$ cat src/rtl/frame_readout_seq.sv
module frame_readout_seq #(
  parameter int ADDR_W      = 10,
  parameter int PIX_W       = 16,
  parameter int PACE_CYCLES = 250
) (
  input  logic              clk,
  input  logic              rst_n,
  input  logic              rd_req,
  input  logic              vref,
  input  logic              field_odd,
  input  logic              cap_wr_en,
  input  logic [ADDR_W-1:0] cap_addr,
  input  logic [ADDR_W-1:0] start_addr,
  input  logic [ADDR_W-1:0] stop_addr,
  input  logic [PIX_W-1:0]  mem_rdata,
  input  logic              out_ready,
  output logic [ADDR_W-1:0] mem_addr,
  output logic              mem_we,
  output logic              mem_oe,
  output logic              cap_oe,
  output logic              rd_sel,
  output logic              rd_ack,
  output logic [PIX_W/2-1:0] out_data,
  output logic              out_valid
);

  localparam int BYTE_W = PIX_W / 2;
  localparam int CNT_W  = $clog2(PACE_CYCLES + 1);
  localparam logic [CNT_W-1:0] PACE_LAST = CNT_W'(PACE_CYCLES - 1);

  typedef enum logic [2:0] {
    S_CAP, S_ARM, S_SETUP, S_FETCH, S_LO, S_HI, S_RESYNC
  } st_t;

  st_t st, st_nx;
  logic              vref_q, odd_q;
  logic [ADDR_W-1:0] rd_addr;
  logic [CNT_W-1:0]  pace;
  logic [PIX_W-1:0]  word;

  wire vref_rise  = vref & ~vref_q;
  wire frame_done = vref_rise & odd_q;
  wire last_pix   = rd_addr == stop_addr;
  wire fetch_end  = (st == S_FETCH) && (pace == PACE_LAST);

  always_comb begin
    st_nx = st;
    case (st)
      S_CAP:    if (rd_req) st_nx = S_ARM;
      S_ARM:    if (frame_done) st_nx = S_SETUP;
      S_SETUP:  st_nx = S_FETCH;
      S_FETCH:  if (fetch_end) st_nx = S_LO;
      S_LO:     if (out_ready) st_nx = S_HI;
      S_HI:     if (out_ready) st_nx = last_pix ? S_RESYNC : S_FETCH;
      S_RESYNC: if (vref_rise) st_nx = S_CAP;
      default:  st_nx = S_CAP;
    endcase
  end

  always_ff @(posedge clk or negedge rst_n) begin
    if (!rst_n) begin
      st      <= S_CAP;
      vref_q  <= 1'b0;
      odd_q   <= 1'b0;
      rd_addr <= '0;
      pace    <= '0;
      word    <= '0;
    end else begin
      st     <= st_nx;
      vref_q <= vref;
      if (!vref && vref_q) odd_q <= field_odd;
      if (st == S_FETCH) pace <= pace + 1'b1;
      else               pace <= '0;
      if (fetch_end) word <= mem_rdata;
      if (st == S_ARM && frame_done)
        rd_addr <= start_addr;
      else if (st == S_HI && out_ready && !last_pix)
        rd_addr <= rd_addr + 1'b1;
    end
  end

  assign rd_sel    = (st == S_SETUP) || (st == S_FETCH) || (st == S_LO) || (st == S_HI);
  assign rd_ack    = (st == S_FETCH) || (st == S_LO) || (st == S_HI);
  assign mem_we    = cap_wr_en && ((st == S_CAP) || (st == S_ARM));
  assign mem_oe    = rd_sel;
  assign cap_oe    = !rd_sel;
  assign mem_addr  = rd_sel ? rd_addr : cap_addr;
  assign out_valid = (st == S_LO) || (st == S_HI);
  assign out_data  = (st == S_HI) ? word[PIX_W-1:BYTE_W] : word[BYTE_W-1:0];

  a_r2_start_on_odd_close: assert property (@(posedge clk) disable iff (!rst_n)
    $rose(rd_sel) |-> $past(vref && !vref_q && odd_q));

  a_r3_ack_after_switch: assert property (@(posedge clk) disable iff (!rst_n)
    $rose(rd_ack) |-> rd_sel && $past(rd_sel) && !mem_we);

  a_r5_byte_held: assert property (@(posedge clk) disable iff (!rst_n)
    out_valid && !out_ready |=> out_valid && $stable(out_data));

  a_r6_addr_step: assert property (@(posedge clk) disable iff (!rst_n)
    (st == S_HI) && out_ready && !last_pix |=> mem_addr == ADDR_W'($past(mem_addr) + 1'b1));

  a_r7_no_write_after_read: assert property (@(posedge clk) disable iff (!rst_n)
    $fell(rd_ack) |-> !mem_we && cap_oe && !mem_oe);

endmodule

$ cat config.mk
export PLATFORM = sky130hd
export DESIGN_NAME = frame_readout_seq
export DESIGN_NICKNAME = d
export VERILOG_FILES = /design/src/rtl/frame_readout_seq.sv
export SDC_FILE = /design/constraint.sdc
export NUM_CORES = 1
export LEC_CHECK = 0
export BUFFER_PORTS_ARGS = -buffer_cell sky130_fd_sc_hd__buf_2
export CORE_ASPECT_RATIO = 1.4
export CORE_MARGIN = 2
export CORE_UTILIZATION = 50
export CTS_CLUSTER_DIAMETER = 80
export DETAILED_ROUTE_END_ITERATION = 16
export PLACE_DENSITY = 0.82
export SYNTH_ARGS = -nofsm -noshare
export SYNTH_HDL_FRONTEND = slang
export SYNTH_SLANG_ARGS = --single-unit
$ cat constraint.sdc
create_clock -name clk -period 3.1 [get_ports clk]
set_clock_uncertainty 0.2 [all_clocks]
set_input_delay 0.93 -clock clk [delete_from_list [all_inputs] [get_ports clk]]
set_output_delay 0.93 -clock clk [all_outputs]
set_load 0.02 [all_outputs]
==> results.toml <==
[sta]
timing.hold.ws_ns = 0.309
hold_violations = 0
drv_slew = 0
tns_ns = 0
slew_headroom_pct = 42.5
min_period_ns = 2.96
rsz0062_at_grt = "false"
fmax_mhz = 338
fin_crit_sh_pct = 95.5
worst_pin_slew_ns = 0.862
setup_viol = 0

[detailed_routing]
ant_nets = 0
wl_um = 5350
drc_errors = 0
wl_per_cell_um = 14.5
drt-initial-drc-count = 126
via_per_inst = 5.43
first_pass_iters = 4
vias = 2004

[power]
power.density_mw_per_mm2 = 579
leakage_uw = 0.00141
peakVddDrop_uv = 380

[synth]
synth_top_family_by_area = "simple AND/OR/NAND/NOR gates"
synth_top_area_share_pct = 43.5
synth.largest_area_cell = "dfrtp_1"
syn-mean-instance-area_um2 = 9.54
synth-warning-count = 0
yosys-top-cells-area = "dfrtp_1 44%, mux2_2 13%, nand2_1 6.7%, xor2_1 5.5%, nor2_1 3.2%"
synth_compound_area_share_pct = 7.98
synthArstFlopShare_pct = 100
syn-num-nets = 291
synth_mux_area_share_pct = 13.5
synth_cell_types = 38
yosysSeqAreaShare_pct = 43.5
synth_common_cells = "40 x nand2_1, 39 x dfrtp_1, 26 x mux2_2"
yosysMostFrequentCell = "nand2_1"
ys.flop_type = "dfrtp_1"
synth_edf_count = 0
postSynthCellCount = 235
synth_area_mm2 = 0.00224
synthXorXnorAreaFrac_pct = 6.25
synth_fa_ha_area_share_pct = 1.67
synth_simple_gate_area_share_pct = 22.9
ys_ff_latch = 39

[global_route]
grt_pass1_vias = 1987
antenna_found_initial = 0
grt_max_degree = 40
grt.total_usage_pct = 22.2
grt_pass1_wl_um = 8630
gr-total-overflow = 0

[die]
dieWidth_um = 60.6
core_mm2 = 0.00427
io_pins = 77
dieArea_mm2 = 0.00504
num_rows = 28
initial_utilization_pct = 52.5
die_h_um = 83.2

[clocking]
cts_tree = "yes"
clk_latency_ns = 0.29
ctsHoldBuffers = 0
cts_sinks = 39
clk_pin_slew_worst_paths_ns = 0.08
clk_path_buf_depth = 2
cts-buffers-inserted = 5
post-cts-setup-buffers = 0
cts-root-buf = "clkbuf_8"
htree_levels = 2
cts_resized = 0

[worst_setup_path]
worst_r2r_path_depth = 6
worstSetupEndpoint = "mem_addr[0]"
r2r_slack_ns = 0.63
crit_path_start = "st[2]"
path_class = "flip-flop to output pin"
critPathLaunchType = "flip-flop"
crit_arrival_ns = 1.83
worst_setup_path_end_kind = "output pin"
cp_max_fo = 13
r2r-start = "st[2]"
r2r-end = "rd_addr[9]"
required_ns = 1.97

[final_layout]
multiInputGateArea_mm2 = 0.00117
syn_to_final_growth_pct = 21.9
fill_cells = 388
register_area_um2 = 976
fin_nets = 364
n_antenna_cell = 0
drive_above_1_share_pct = 37.9

[placed_design]
port_buffers = 76
gp_congestion = 0.851
place_hpwl_um = 3970

[status]
status = "finished, final reports clean"

[min_path]
hold_path_class = "flip-flop to flip-flop"

[run]
drv_cap = 0
how the worst min path moves through the flow:
stage | slack [ns] | cells past startpoint | from | to
after floorplan | 0.27 | 1 | pace[0] | pace[0]
after global placement | 0.29 | 1 | word[3] | word[3]
after detailed placement | 0.30 | 1 | word[6] | word[6]
after CTS | 0.31 | 1 | word[6] | word[6]
after global routing | 0.32 | 1 | word[6] | word[6]
final | 0.31 | 1 | word[5] | word[5]
through the flow:
step           utilization, %  cell area, um2  setup WS, ns  total power, uW  instances
6_report                 64.0            2730         0.139             1580        369
3_5_place_dp             61.9            2650         0.195             1250        361
3_3_place_gp             61.9            2650         0.363             1230        361
4_1_cts                  64.0            2730         0.137             1590        369
2_1_floorplan               -            2240        0.0564             1080        235
5_1_grt                  64.0            2730        0.0831             1680        369
layer usage:
layer  track usage, %  wire (um)  vias to the layer above
met5                0          0                        -
met4             6.32         65                        0
met3             4.98        358                        9
met2             40.3       2850                       84
met1             24.5       2080                      944
li1                 -          -                      967
sequential cells by signal, summed over array words and instances (netlist names):
name,flops
word,16
rd_addr,10
pace,8
st,3
odd_q,1
vref_q,1
critical path, stage by stage (launching register included):
cell and delay [ns]:
dfrtp_1 0.54, inv_2 0.06, nor2_1 0.21, nor2_1 0.08, buf_4 0.19, mux2_2 0.29, buf_2 0.16
kinds of logic after synthesis:
kind of cell / count (synthesis)
simple gates: 103
fa+ha+maj: 3
flops: 39
compound gates: 29
mux: 27
xor+xnor: 16
buf+inv: 18
power by group:
| group | switching, uW | leakage, uW | internal (uW) |
|---|---|---|---|
| registers | 105 | 0.000520 | 584 |
| clock network | 186 | 0.0000402 | 156 |
| logic | 316 | 0.000851 | 236 |
cell usage in the layout, fill, tap and decap left out, types with 6 or more instances in the layout:
master	netlist	routed
a31oi_1	7	7
buf_2	3	76
nor2_1	19	19
o21ai_0	7	7
xor2_1	14	14
nand3_1	10	10
mux2_2	26	26
or4_1	7	7
nand2_1	40	40
dfrtp_1	39	39
a21oi_1	6	6
area by class of cell:
| class | instances | share of cell area, % |
|---|---|---|
| timing repair buffer | 79 | 14.7 |
| tap | 60 | 2.75 |
| sequential | 39 | 35.7 |
| clock buffer | 5 | 2.52 |
| multi-input combinational | 178 | 42.9 |
| inverter | 5 | 0.686 |
| clock inverter | 3 | 0.732 |
No activity file was read; power rests on OpenSTA's default activity.
